**src/rtl/spiclk_pkg.sv**
```systemverilog
package spiclk_pkg;

  // Strobes from control to datapath
  typedef struct packed {
    logic load;   // capture settings, park the clock
    logic count;  // advance the divider chain
    logic clear;  // hold the divider chain at zero
  } ctrlStrobes_t;

endpackage

```
**src/rtl/spiclk_fit.sv**
```systemverilog
module spiclk_fit #(
  parameter int RATIO_W  = 16,
  parameter int SEL_W    = 2,
  parameter int RATE_W   = 6,
  parameter int RATE_MIN = 4,
  parameter int RATE_MAX = 63
) (
  input  logic [RATIO_W-1:0] fitRatio,
  output logic [SEL_W-1:0]   fitSel,
  output logic [RATE_W-1:0]  fitRate
);
  localparam int SEL_MAX = (1 << SEL_W) - 1;

  logic        found;
  int          selV;
  logic [31:0] quotV;
  logic [31:0] q;

  // Walk the prescaler choices from fastest to slowest; first fit wins.
  always_comb begin
    found = 1'b0;
    selV  = SEL_MAX;
    quotV = 32'(RATE_MAX + 1);
    q     = '0;
    for (int d = 0; d <= SEL_MAX; d++) begin
      q = 32'(fitRatio) >> (d + 2);
      if (!found) begin
        if (q < 32'(RATE_MIN + 1)) begin
          selV  = d;
          quotV = 32'(RATE_MIN + 1);
          found = 1'b1;
        end else if (q <= 32'(RATE_MAX + 1)) begin
          selV  = d;
          quotV = q;
          found = 1'b1;
        end
      end
    end
  end

  assign fitSel  = SEL_W'(selV);
  assign fitRate = RATE_W'(quotV - 32'd1);
endmodule

```
**src/rtl/spiclk_ctrl.sv**
```systemverilog
module spiclk_ctrl
  import spiclk_pkg::*;
#(
  parameter int READY_LAT = 2
) (
  input  logic         clk,
  input  logic         rstN,
  input  logic         enable,
  input  logic         run,
  input  logic         phase,
  output ctrlStrobes_t ctrl,
  output logic         ready
);
  logic [READY_LAT-1:0] settleQ;
  logic                 readyNow;

  always_ff @(posedge clk) begin
    if (!rstN)        settleQ <= '0;
    else if (!enable) settleQ <= '0;
    else              settleQ <= {settleQ[READY_LAT-2:0], 1'b1};
  end

  assign readyNow   = settleQ[READY_LAT-1] & enable;
  assign ready      = readyNow;

  // An active half always finishes; an idle half starts only on request.
  assign ctrl.load  = ~enable;
  assign ctrl.count = readyNow & (run | phase);
  assign ctrl.clear = ~ctrl.count;
endmodule

```
**src/rtl/spiclk_datapath.sv**
```systemverilog
module spiclk_datapath
  import spiclk_pkg::*;
#(
  parameter int SEL_W    = 2,
  parameter int RATE_W   = 6,
  parameter int RATE_RST = 4,
  parameter int PRESC_W  = (1 << SEL_W) + 1
) (
  input  logic              clk,
  input  logic              rstN,
  input  ctrlStrobes_t      ctrl,
  input  logic [SEL_W-1:0]  selIn,
  input  logic [RATE_W-1:0] rateIn,
  input  logic              cpol,
  output logic              sclk,
  output logic              leadStrobe,
  output logic              trailStrobe,
  output logic              phase
);
  logic [SEL_W-1:0]   selQ;
  logic [RATE_W-1:0]  rateQ;
  logic [PRESC_W-1:0] prescQ;
  logic [PRESC_W-1:0] prescTop;
  logic [RATE_W-1:0]  rateCntQ;
  logic               prescWrap;
  logic               halfDone;
  logic               edgeNow;
  logic               phaseQ;
  logic               leadQ;
  logic               trailQ;

  // Settings are captured only while disabled
  always_ff @(posedge clk) begin
    if (!rstN) begin
      selQ  <= '0;
      rateQ <= RATE_W'(RATE_RST);
    end else if (ctrl.load) begin
      selQ  <= selIn;
      rateQ <= rateIn;
    end
  end

  assign prescTop  = PRESC_W'((32'd2 << selQ) - 32'd1);
  assign prescWrap = (prescQ == prescTop);
  assign halfDone  = prescWrap && (rateCntQ == rateQ);
  assign edgeNow   = ctrl.count && halfDone;

  // Stage one: power-of-two prescaler; stage two: rate counter on its ticks
  always_ff @(posedge clk) begin
    if (!rstN || ctrl.clear) begin
      prescQ   <= '0;
      rateCntQ <= '0;
    end else if (ctrl.count) begin
      prescQ <= prescWrap ? '0 : prescQ + 1'b1;
      if (prescWrap) rateCntQ <= halfDone ? '0 : rateCntQ + 1'b1;
    end
  end

  always_ff @(posedge clk) begin
    if (!rstN || ctrl.load) begin
      phaseQ <= 1'b0;
      leadQ  <= 1'b0;
      trailQ <= 1'b0;
    end else begin
      if (edgeNow) phaseQ <= ~phaseQ;
      leadQ  <= edgeNow & ~phaseQ;
      trailQ <= edgeNow & phaseQ;
    end
  end

  assign sclk        = phaseQ ^ cpol;
  assign leadStrobe  = leadQ;
  assign trailStrobe = trailQ;
  assign phase       = phaseQ;
endmodule

```
**src/rtl/spi_bitclk_div.sv**
```systemverilog
module spi_bitclk_div
  import spiclk_pkg::*;
#(
  parameter int SEL_W     = 2,
  parameter int RATE_W    = 6,
  parameter int RATIO_W   = 16,
  parameter int RATE_MIN  = 4,
  parameter int RATE_MAX  = 63,
  parameter int READY_LAT = 2
) (
  input  logic               clk,
  input  logic               rstN,
  input  logic               enable,
  input  logic               run,
  input  logic               cpol,
  input  logic [SEL_W-1:0]   prescSel,
  input  logic [RATE_W-1:0]  rateField,
  output logic               sclk,
  output logic               leadStrobe,
  output logic               trailStrobe,
  output logic               ready,
  input  logic [RATIO_W-1:0] fitRatio,
  output logic [SEL_W-1:0]   fitSel,
  output logic [RATE_W-1:0]  fitRate
);
  ctrlStrobes_t ctrl;
  logic         phase;

  spiclk_ctrl #(.READY_LAT(READY_LAT)) uCtrl (
    .clk(clk), .rstN(rstN), .enable(enable), .run(run),
    .phase(phase), .ctrl(ctrl), .ready(ready)
  );

  spiclk_datapath #(.SEL_W(SEL_W), .RATE_W(RATE_W), .RATE_RST(RATE_MIN)) uPath (
    .clk(clk), .rstN(rstN), .ctrl(ctrl), .selIn(prescSel), .rateIn(rateField),
    .cpol(cpol), .sclk(sclk), .leadStrobe(leadStrobe),
    .trailStrobe(trailStrobe), .phase(phase)
  );

  spiclk_fit #(.RATIO_W(RATIO_W), .SEL_W(SEL_W), .RATE_W(RATE_W),
               .RATE_MIN(RATE_MIN), .RATE_MAX(RATE_MAX)) uFit (
    .fitRatio(fitRatio), .fitSel(fitSel), .fitRate(fitRate)
  );
endmodule

```
**config.mk**
```make
export PLATFORM = sky130hd
export DESIGN_NAME = spi_bitclk_div
export DESIGN_NICKNAME = d
export VERILOG_FILES = /design/src/rtl/spiclk_pkg.sv /design/src/rtl/spiclk_fit.sv /design/src/rtl/spiclk_ctrl.sv /design/src/rtl/spiclk_datapath.sv /design/src/rtl/spi_bitclk_div.sv
export SDC_FILE = /design/constraint.sdc
export NUM_CORES = 1
export LEC_CHECK = 0
export CORE_UTILIZATION = 48
export DETAILED_ROUTE_END_ITERATION = 8
export MAX_ROUTING_LAYER = met4
export PLACE_DENSITY = 0.81
export SYNTH_ARGS = -nofsm -noshare
export SYNTH_HDL_FRONTEND = slang
export SYNTH_SLANG_ARGS = --single-unit
```
**constraint.sdc**
```tcl
create_clock -name clk -period 4.2 [get_ports clk]
set_input_delay 0.84 -clock clk [delete_from_list [all_inputs] [get_ports clk]]
set_output_delay 0.84 -clock clk [all_outputs]
set_load 0.005 [all_outputs]
```
### Word-level counts from Yosys, hierarchy flattened

Index checks and enable logic that the tools add are counted.

* register bits: 24
* input port bits: 29
* output and inout bits: 12
* logic and storage cells: 73

* add/sub/neg operators: 4
* magnitude comparators: 8
* eq/ne operators: 2
* shift operators: 1
* mux-type cells: 33
* bitwise logic cells: 9
* reductions and logical operators: 7

Operators with widths (count)
* two-way mux 6 bit: 12
* two-way mux 2 bit: 11
* <= comparator 14 x 7 -> 1 bit (second input constant): 1
* < comparator 14 x 3 -> 1 bit (second input constant): 1
* <= comparator 13 x 7 -> 1 bit (second input constant): 1
* < comparator 13 x 3 -> 1 bit (second input constant): 1
* <= comparator 12 x 7 -> 1 bit (second input constant): 1
* < comparator 12 x 3 -> 1 bit (second input constant): 1
* <= comparator 11 x 7 -> 1 bit (second input constant): 1
* < comparator 11 x 3 -> 1 bit (second input constant): 1
* two-way mux 1 bit: 9
* adder 6 x 1 -> 6 bit (second input constant): 1
* equality test 6 bit: 1
* subtractor 6 x 1 -> 6 bit (second input constant): 1
* adder 5 x 1 -> 5 bit (second input constant): 1
* equality test 5 bit: 1
* two-way mux 5 bit: 1
* << shifter 2 x 2 -> 5 bit (first input constant): 1
* subtractor 5 x 1 -> 5 bit (second input constant): 1
* AND 1 bit: 4
* AND reduction 2 bit: 2
* inverter 1 bit: 3
* logical AND 1 bit: 2
* logical OR 1 bit: 2
* other kinds (3): 3

### Longest topological paths before layout

Gate-level depths: netlist of the first run.

* depth in word-level cells: 13
* gate-level depth with buffers: 9
* depth with buffers taken out: 8

### Modules after synthesis

A second synthesis of the first run with hierarchy kept.

* cell total of the unflattened synthesis: 189
* area, all modules: 1587.8 µm²

Modules (own cells, without submodules)
* spiclk_datapath: times used 1, cells each 106, area each 1009.7 µm², sequential area each 440.4 µm²
* spiclk_fit: times used 1, cells each 75, area each 495.5 µm², sequential area each 0.0 µm²
* spiclk_ctrl: times used 1, cells each 8, area each 82.6 µm², sequential area each 40.0 µm²

### Worst setup path after synthesis of the first run

OpenSTA, ideal clock, no wires.

* path kind: input -> output
* from: input fitRatio[15]
* to: output fitRate[4]
* data arrival time: 2.784 ns
* data required time: 3.360 ns
* slack: 0.576 ns
* stages on the path: 9
* path buffers: 1
* cell sequence: or4_1 clkbuf_1 or4_4 nor2b_1 o21ai_0 nor2b_1 ha_1 nand2_1 xor2_1

* word-level cells in the longest chain between the ends: 13
* elaborated cells on any way between the ends: 28
* those cells by class: 1 x add/sub; 8 x order compare; 19 x mux

RTL lines
* start: declaration: RTL line spi_bitclk_div.sv:22 `input logic [RATIO_W-1:0] fitRatio,`
* <= comparator 14 x 7 -> 1 bit: RTL line spiclk_fit.sv:32 `end else if (q <= 32'(RATE_MAX + 1)) begin`
* two-way mux 6 bit: RTL line spiclk_fit.sv:32
* two-way mux 6 bit: RTL line spiclk_fit.sv:28 `if (q < 32'(RATE_MIN + 1)) begin`
* two-way mux 6 bit: RTL line spiclk_fit.sv:32
* two-way mux 6 bit: RTL line spiclk_fit.sv:28
* two-way mux 6 bit: RTL line spiclk_fit.sv:27 `if (!found) begin`
* two-way mux 6 bit: RTL line spiclk_fit.sv:32
* two-way mux 6 bit: RTL line spiclk_fit.sv:28
* two-way mux 6 bit: RTL line spiclk_fit.sv:27
* two-way mux 6 bit: RTL line spiclk_fit.sv:32
* two-way mux 6 bit: RTL line spiclk_fit.sv:28
* two-way mux 6 bit (*): RTL line spiclk_fit.sv:27
* subtractor 6 x 1 -> 6 bit (*): RTL line spiclk_fit.sv:42 `assign fitRate = RATE_W'(quotV - 32'd1);`
* end: declaration: RTL line spi_bitclk_div.sv:24 `output logic [RATE_W-1:0] fitRate`

Mark *: on every way between the ends. The rest lies on a longest branch, timed or not.

### Worst setup path in the final report of the first run

* from: input fitRatio[15]
* to: output fitRate[2]

Same word-level chain as after synthesis.

==> results_dict.tcl, run 1 <==
set metrics [dict create \
    status "finished, final reports clean" \
    syn-mean-instance-area_um2 8.30 \
    coreArea_um2 3080 \
    die_h_um 59.0 \
    p_per_area_nw_per_um2 216 \
    hp-class "reg2reg" \
    rsz0062_at_grt "false" \
    synth_cells 188 \
    gp_congestion 0.865 \
    tritoncts "yes" \
    rows 20 \
    ys_seq_elements 24 \
    synth_edf_count 0 \
    peakVddDrop_uv 219 \
    multiInputGateArea_um2 1080 \
    setup_violations 0 \
    antenna_found_initial 0 \
    r2r_setup_slack_ns 2.08 \
    final_hold_viol_count 0 \
    synthesis.nets 220 \
    insertion_delay_ns 0.32 \
    drt-pass1-iter-count 4 \
    area_growth_pct 46.9 \
    root_buffer "clkbuf_4" \
    yosys_warnings 0 \
    grt_pass1_vias 1449 \
    drv_slew 0 \
    clock_sinks 24 \
    slew_headroom_pct 65.1 \
    num_vias 1565 \
    hold_path_startpoint "uCtrl.settleQ[0]$_SDFF_PN0_" \
    worst_setup_path_end_kind "output pin" \
    ys_types 49 \
    crit_fanout 4 \
    r2r_cells 5 \
    timing.rr.end "uPath.rateCntQ[4]$_SDFFE_PP0P_" \
    drive_gt1_share_pct 23.3 \
    initial_core_util_pct 50.7 \
    netlist_area_um2 1560 \
    path_clk_slew_ns 0.13 \
    port_buffers 38 \
    viasPerCell 5.27 \
    crit_type "in2out" \
    drtIter0Drc 44 \
    clock_tree.buffer_depth 2 \
    die_x_um 59.0 \
    wirelength_mm 3.70 \
    max-cap-violations 0 \
    grt_overflow 0 \
    worstPathRequired_ns 3.36 \
    min_path_cells 1 \
    fmax_ghz 0.245 \
    synthArstFlopShare_pct 0 \
    route.detailed.drc 0 \
    holdWs_ns 0.504 \
    seq_area_um2 480 \
    worstHoldEndpoint "uCtrl.settleQ[1]$_SDFF_PN0_" \
    n_fill_cell 263 \
    post-route-util_pct 74.5 \
    cts_htree_levels 1 \
    grt_pass1_wl_mm 5.93 \
    finClkSkew_ns 0.0106 \
    wl_per_cell_um 12.4 \
    nets 286 \
    synth_seq_area_share_pct 30.8 \
    ant_nets 0 \
    fin_crit_sh_pct 97.3 \
    antenna_cells 0 \
    ys.flop_type "dfxtp_1" \
    critPathLaunchType "input port" \
    grt_use_total_pct 22.9 \
    worst-slew-pin-transition_ns 0.517 \
    critical_path_arrival_ns 3.24 \
    cts-buffers-inserted 3 \
    leakage_nw 0.904 \
    regToRegStartpoint "uPath.prescQ[2]$_SDFFE_PP0P_" \
    dpl.hpwl_mm 2.82 \
    period_minus_slack_ns 4.08 \
    ioPinCount 41 \
    grt_max_degree 15 \
    cts_hold_buf 0 \
    die_area_um2 3480 \
]
-- worst max-delay path by stage --
stage	startpoint	endpoint	slack (ns)	cells past startpoint
finish	fitRatio[15]	fitRate[2]	0.12	9
global placement	fitRatio[6]	fitRate[5]	-0.32	9
CTS	fitRatio[15]	fitRate[4]	0.001	10
detailed placement	fitRatio[5]	fitRate[3]	-0.40	11
floorplan	fitRatio[15]	fitRate[4]	0.58	9
global route	fitRatio[15]	fitRate[3]	0.02	10
-- cell usage after synthesis (all sizes together), types with 2 or more instances --
library cell	number	area (um^2)
clkbuf	4	15.0
xor2	8	70.1
dfxtp	24	480
nor4	4	31.3
ha	3	37.5
a21o	2	17.5
o21bai	2	15.0
mux2i	10	100
nor2	18	67.6
xnor2	8	70.1
inv	8	30.0
nor4b	2	32.5
and2	2	13.8
a21oi	13	65.1
nand3	8	45.0
nand2	16	60.1
or3	4	25.0
nor3	6	30.0
o41ai	3	26.3
nor3b	2	15.0
o21ai	6	30.0
nor2b	10	62.6
o22ai	2	12.5
buf	3	22.5
or4	3	26.3
-- stage by stage --
stage	cells	power (mW)	TNS (ns)	setup slack [ns]	area [um^2]
2_1_floorplan	188	0.280	0	0.576	1560
3_3_place_gp	290	0.330	-1.32	-0.322	2160
3_5_place_dp	290	0.332	-1.56	-0.399	2160
4_1_cts	297	0.499	0	0.00116	2280
5_1_grt	297	0.514	0	0.0207	2290
6_report	297	0.496	0	0.115	2290
-- metal layers --
layer	wire length, um	part of all wire, %	global-route usage, %	vias up
li1	-	-	-	801
met2	1890	51	42.9	47
met1	1590	43	25.1	710
met3	143	3.9	1.53	7
met5	0	0	-	-
met4	72	1.9	9.18	0
-- report_power, final --
group	internal, mW	total, mW	switching, mW
sequential	0.233	0.237	0.00353
clock	0.0966	0.166	0.0698
combinational	0.0537	0.0930	0.0392
total	0.383	0.496	0.113
-- flip-flops by register name (all words and copies together) (netlist names) --
name / cells
uPath.selQ: 2
uPath.phase: 1
uCtrl.settleQ: 2
uPath.prescQ: 5
uPath.leadStrobe: 1
uPath.rateCntQ: 6
uPath.rateQ: 6
uPath.trailStrobe: 1
-- cell families after synthesis --
family | count (synthesis) | synth area share (%)
AND/OR/NAND/NOR | 83 | 30.2
AO/OA/AOI/OAI | 37 | 16.8
flip-flops | 24 | 30.8
XOR/XNOR | 16 | 8.98
buffers and inverters | 15 | 4.33
multiplexers | 10 | 6.42
adder cells (fa/ha/maj) | 3 | 2.41
-- final cells by class --
class	count	share of cell area (%)
clock buffers	3	0.983
repair buffers	68	25.8
well taps	44	2.40
multi-input cells	149	47.3
flip-flops and latches	24	21.0
clock inverters	1	1.31
inverters	8	1.31
-- cells in the final DEF, fill, tap and decap left out, types with 3 or more instances in the layout --
cell,synthesis,layout
a21oi_1,13,12
buf_4,1,30
clkbuf_4,0,3
clkdlybuf4s50_1,0,29
dfxtp_1,24,24
dlygate4sd2_1,0,8
ha_1,3,3
inv_1,8,8
mux2i_1,10,10
nand2_1,16,16
nand3_1,7,7
nor2_1,18,18
nor2b_1,10,9
nor3_1,6,4
nor4_1,3,3
o21ai_0,6,5
or3_1,4,3
xnor2_1,8,8
xor2_1,8,8
-- repair_timing --
item                                    CTS  global route
endpoints found under the setup margin    5             5
pin swaps                                 7             1
setup buffers                             3             0
gates resized for setup                  21             4
-- worst max-delay path: stages --
cell             delay, ns
clkdlybuf4s50_1       0.40
or4_4                 0.57
or4_4                 0.49
nor2b_4               0.13
o21ai_1               0.08
nor2b_1               0.15
ha_1                  0.21
xnor2_1               0.12
dlygate4sd2_1         0.26
(Power assumes the default switching activity.)
==> inputs of run 2 (changes only) <==
--- a/config.mk
+++ b/config.mk
@@ -5,7 +5,10 @@
 export SDC_FILE = /design/constraint.sdc
 export NUM_CORES = 1
 export LEC_CHECK = 0
+export ABC_CLOCK_PERIOD_IN_PS = 4200
+export CORE_ASPECT_RATIO = 1.1
 export CORE_UTILIZATION = 48
+export CTS_CLUSTER_SIZE = 8
 export DETAILED_ROUTE_END_ITERATION = 8
 export MAX_ROUTING_LAYER = met4
 export PLACE_DENSITY = 0.81
==> results_dict.tcl, run 2 (synthesis results as in run 1) <==
set metrics [dict create \
    ant_nets 0 \
    ioPinCount 41 \
    period_minus_slack_ns 4.13 \
    fin_tns_setup_ns 0 \
    port_buffers 38 \
    drv_slew 0 \
    finClkSkew_ns 0.00288 \
    reg_top3 "uPath.rateCntQ: 6 flops, uPath.rateQ: 6 flops, uPath.prescQ: 5 flops" \
    antenna_found_initial 0 \
    seq_area_um2 480 \
    r2r_cells 5 \
    rows 21 \
    clock_sinks 24 \
    viasPerCell 5.51 \
    grt_use_total_pct 22.2 \
    area_growth_pct 44.1 \
    worst-slew-pin-transition_ns 0.481 \
    coreArea_um2 3070 \
    crit_fanout 4 \
    insertion_delay_ns 0.30 \
    regToRegStartpoint "uPath.prescQ[2]$_SDFFE_PP0P_" \
    post-route-util_pct 73.1 \
    tritoncts "yes" \
    die_x_um 56.4 \
    n_fill_cell 236 \
    multiInputGateArea_um2 1060 \
    rsz0062_at_grt "true" \
    p_per_area_nw_per_um2 189 \
    cts-buffers-inserted 3 \
    fin_crit_sh_pct 98.3 \
    nets 288 \
    max-cap-violations 0 \
    die_area_um2 3480 \
    path_clk_slew_ns 0.12 \
    route.detailed.drc 0 \
    antenna_cells 0 \
    status "finished, final reports clean" \
    drive_gt1_share_pct 24.0 \
    hp-class "reg2reg" \
    fmax_ghz 0.242 \
    wl_per_cell_um 12.7 \
    fin_cells 288 \
    critPathLaunchType "input port" \
    slew_headroom_pct 67.5 \
    die_h_um 61.8 \
    grt_overflow 0 \
    leakage_nw 0.897 \
    fin_ws_ns 0.0699 \
    final_cell_area_um2 2250 \
    gp_congestion 0.883 \
    worstHoldEndpoint "uCtrl.settleQ[1]$_SDFF_PN0_" \
    grt_pass1_wl_mm 5.89 \
    drtIter0Drc 78 \
    final_hold_viol_count 0 \
    hold_path_startpoint "uCtrl.settleQ[0]$_SDFF_PN0_" \
    initial_core_util_pct 50.8 \
    worstPathRequired_ns 3.36 \
    power_mw 0.424 \
    setup_violations 0 \
    worst_setup_path_end_kind "output pin" \
    min_path_cells 1 \
    crit_type "in2out" \
    clock_tree.buffer_depth 2 \
    layout_common_cells "buf_4, clkdlybuf4s50_1, dfxtp_1" \
    dpl.hpwl_mm 2.76 \
    grt_pass1_vias 1421 \
    root_buffer "clkbuf_4" \
    critical_path_arrival_ns 3.29 \
    drt-pass1-iter-count 4 \
    peakVddDrop_uv 203 \
    holdWs_ns 0.485 \
    dp_slack_ns -0.367 \
    timing.rr.end "uPath.rateCntQ[4]$_SDFFE_PP0P_" \
    final_common_cell "buf_4" \
    wirelength_mm 3.66 \
    grt_max_degree 13 \
    r2r_setup_slack_ns 2.08 \
    dp.cells 282 \
    placed_area_um2 2160 \
    cts_htree_levels 1 \
    num_vias 1586 \
]
run 2: cell count changes in the layout (fill, tap and decap cells not counted), sizes merged:
| cell | change |
|---|---|
| dlymetal6s2s | +1 |
| clkbuf | -1 |
| dlygate4sd2 | -1 |
| bufinv | -1 |
| buf | +3 |
run 2: per-layer routing:
layer	share of wire (%)	routed length, um	GRT usage (%)
met1	41	1510	23.3
met4	1.5	54	10.1
met5	0	0	-
met2	54	1980	43.7
met3	2.9	106	1.45
run 2: final cells by class:
class,instances,share of cell area (%)
multi-input combinational,149,47.3
timing repair buffer,70,27.1
sequential,24,21.4
tap,34,1.89
inverter,8,1.34
clock buffer,3,1.00
run 2: critical path, stage by stage:
cell and delay [ns]:
clkdlybuf4s50_1 0.40, or4_4 0.57, buf_4 0.17, or2b_2 0.33, buf_4 0.14, a21oi_1 0.12
a21oi_1 0.06, a21o_2 0.23, nand3_2 0.07, xnor2_1 0.11, dlygate4sd2_1 0.25
run 2: worst max-delay path by stage:
stage,startpoint,depth (start not counted),to,slack (ns)
6_report,fitRatio[13],11,fitRate[5],0.07
5_1_grt,fitRatio[5],10,fitRate[5],-0.08
4_1_cts,fitRatio[13],9,fitRate[1],0.03
3_5_place_dp,fitRatio[15],10,fitRate[4],-0.37
3_3_place_gp,fitRatio[15],10,fitRate[4],-0.30
2_1_floorplan,fitRatio[15],9,fitRate[4],0.58
run 2: power by group:
group / switching (mW) / total (mW) / internal, mW
clock network: 0.0630 / 0.0965 / 0.0335
logic: 0.0382 / 0.0917 / 0.0535
registers: 0.00335 / 0.236 / 0.233
total: 0.105 / 0.424 / 0.320
run 2: repair_timing:
| item | 4_1_cts | 5_1_grt |
|---|---|---|
| hold endpoints to repair | 0 | 0 |
| hold buffers | 0 | 0 |
| setup buffers | 1 | 2 |
| endpoints found under the setup margin | 5 | 5 |
| gates cloned | 0 | 0 |
| gates resized for setup | 20 | 5 |
| pin swaps | 3 | 4 |
==> inputs of run 3 (changes only) <==
--- a/config.mk
+++ b/config.mk
@@ -5,7 +5,7 @@
 export SDC_FILE = /design/constraint.sdc
 export NUM_CORES = 1
 export LEC_CHECK = 0
-export ABC_CLOCK_PERIOD_IN_PS = 4200
+export ABC_CLOCK_PERIOD_IN_PS = 4400
 export CORE_ASPECT_RATIO = 1.1
 export CORE_UTILIZATION = 48
 export CTS_CLUSTER_SIZE = 8
==> constraint.sdc (replaced) <==
create_clock -name clk -period 4.4 [get_ports clk]
set_input_delay 0.88 -clock clk [delete_from_list [all_inputs] [get_ports clk]]
set_output_delay 0.88 -clock clk [all_outputs]
set_load 0.005 [all_outputs]
==> results_dict.tcl, run 3 (synthesis results as in run 1) <==
set metrics [dict create \
    max_stage_delay_ns 0.54 \
    grt_overflow 0 \
    layout_common_cells "buf_4, clkdlybuf4s50_1, dfxtp_1" \
    peakVddDrop_uv 221 \
    fin_cells 289 \
    worst_setup_path_end_kind "output pin" \
    status "finished, final reports clean" \
    crit_chain "clkdlybuf4s50_1 -> or4_4 -> or4_4 -> nor2b_4 -> o21ai_1 -> nor2b_1 -> ha_2 -> inv_1 -> clkdlybuf4s50_1" \
    power_mw 0.401 \
    worstPathRequired_ns 3.52 \
    hp-class "reg2reg" \
    dp_slack_ns -0.196 \
    crit_type "in2out" \
    ant_nets 0 \
    slew_headroom_pct 62.8 \
    insertion_delay_ns 0.30 \
    fin_tns_setup_ns 0 \
    rsz0062_at_grt "true" \
    max-cap-violations 0 \
    cts_htree_levels 1 \
    drtIter0Drc 79 \
    grt_pass1_wl_mm 5.94 \
    area_growth_pct 44.7 \
    port_buffers 38 \
    nets 289 \
    path_clk_slew_ns 0.11 \
    viasPerCell 5.45 \
    wirelength_mm 3.59 \
    reg_top3 "uPath.rateCntQ: 6 flops, uPath.rateQ: 6 flops, uPath.prescQ: 5 flops" \
    grt_pass1_vias 1445 \
    fmax_ghz 0.231 \
    dpl.hpwl_mm 2.67 \
    r2r_setup_slack_ns 2.30 \
    fin_crit_sh_pct 98.4 \
    antenna_found_initial 0 \
    worst-slew-pin-transition_ns 0.550 \
    period_minus_slack_ns 4.33 \
    tritoncts "yes" \
    coreArea_um2 3070 \
    die_area_um2 3480 \
    critPathSlowestCell "or4_4" \
    drt-pass1-iter-count 4 \
    crit_buf_inv 3 \
    cts-buffers-inserted 3 \
    finClkSkew_ns 0.00333 \
    critical_path_arrival_ns 3.45 \
    clock_sinks 24 \
    setup_violations 0 \
    initial_core_util_pct 50.8 \
    fin_ws_ns 0.0724 \
    grt_use_total_pct 22.4 \
    num_vias 1574 \
    gp_congestion 0.887 \
    ioPinCount 41 \
    final_common_cell "buf_4" \
    wl_per_cell_um 12.4 \
    critPathTopFamily "simple AND/OR/NAND/NOR gates" \
    dp.cells 279 \
    die_h_um 61.8 \
    placed_area_um2 2140 \
    grt_max_degree 13 \
    crit_fanout 4 \
    p_per_area_nw_per_um2 177 \
    critPathLaunchType "input port" \
    drv_slew 0 \
    leakage_nw 0.906 \
    final_cell_area_um2 2260 \
    clock_tree.buffer_depth 2 \
    drive_gt1_share_pct 23.1 \
    route.detailed.drc 0 \
    holdWs_ns 0.494 \
    cts_hold_buf 0 \
    die_x_um 56.4 \
    post-route-util_pct 73.5 \
    rows 21 \
    root_buffer "clkbuf_4" \
    antenna_cells 0 \
    final_hold_viol_count 0 \
]
-- run 3: area by class of cell --
type / count / area, um^2
multi-input combinational: 149 / 1060
fill: 228 / 816
timing repair buffer: 71 / 624
sequential: 24 / 480
tap: 34 / 42.5
inverter: 8 / 30.0
clock buffer: 3 / 22.5
-- run 3: path summary, 6_finish.rpt --
| check | from | end | cells after the start |
|---|---|---|---|
| max | fitRatio[14] | fitRate[1] | 9 |
| min | uPath.prescQ[0]$_SDFFE_PP0P_ | uPath.prescQ[0]$_SDFFE_PP0P_ | 1 |
| max reg2reg | uPath.selQ[0]$_SDFFE_PN0N_ | uPath.rateCntQ[3]$_SDFFE_PP0P_ | 5 |
| min reg2reg | uPath.prescQ[0]$_SDFFE_PP0P_ | uPath.prescQ[0]$_SDFFE_PP0P_ | 1 |
-- run 3: layer usage --
metal / share of wire [%] / GRT usage [%] / up-vias
met4: 1.3 / 9.06 / 0
li1: - / - / 811
met5: 0 / - / -
met1: 43 / 22.9 / 725
met2: 53 / 44.2 / 34
met3: 3.3 / 2.69 / 4
-- run 3: report_power, final --
group,switching [mW],internal (mW)
clock,0.0575,0.0319
sequential,0.00335,0.222
combinational,0.0353,0.0502
-- run 3: what timing repair did --
item                       4_1_cts  5_1_grt
gates resized for setup         15        6
setup endpoints to repair        5        3
setup buffers                    7        0
pin swaps                        3        0
hold endpoints to repair         0        0
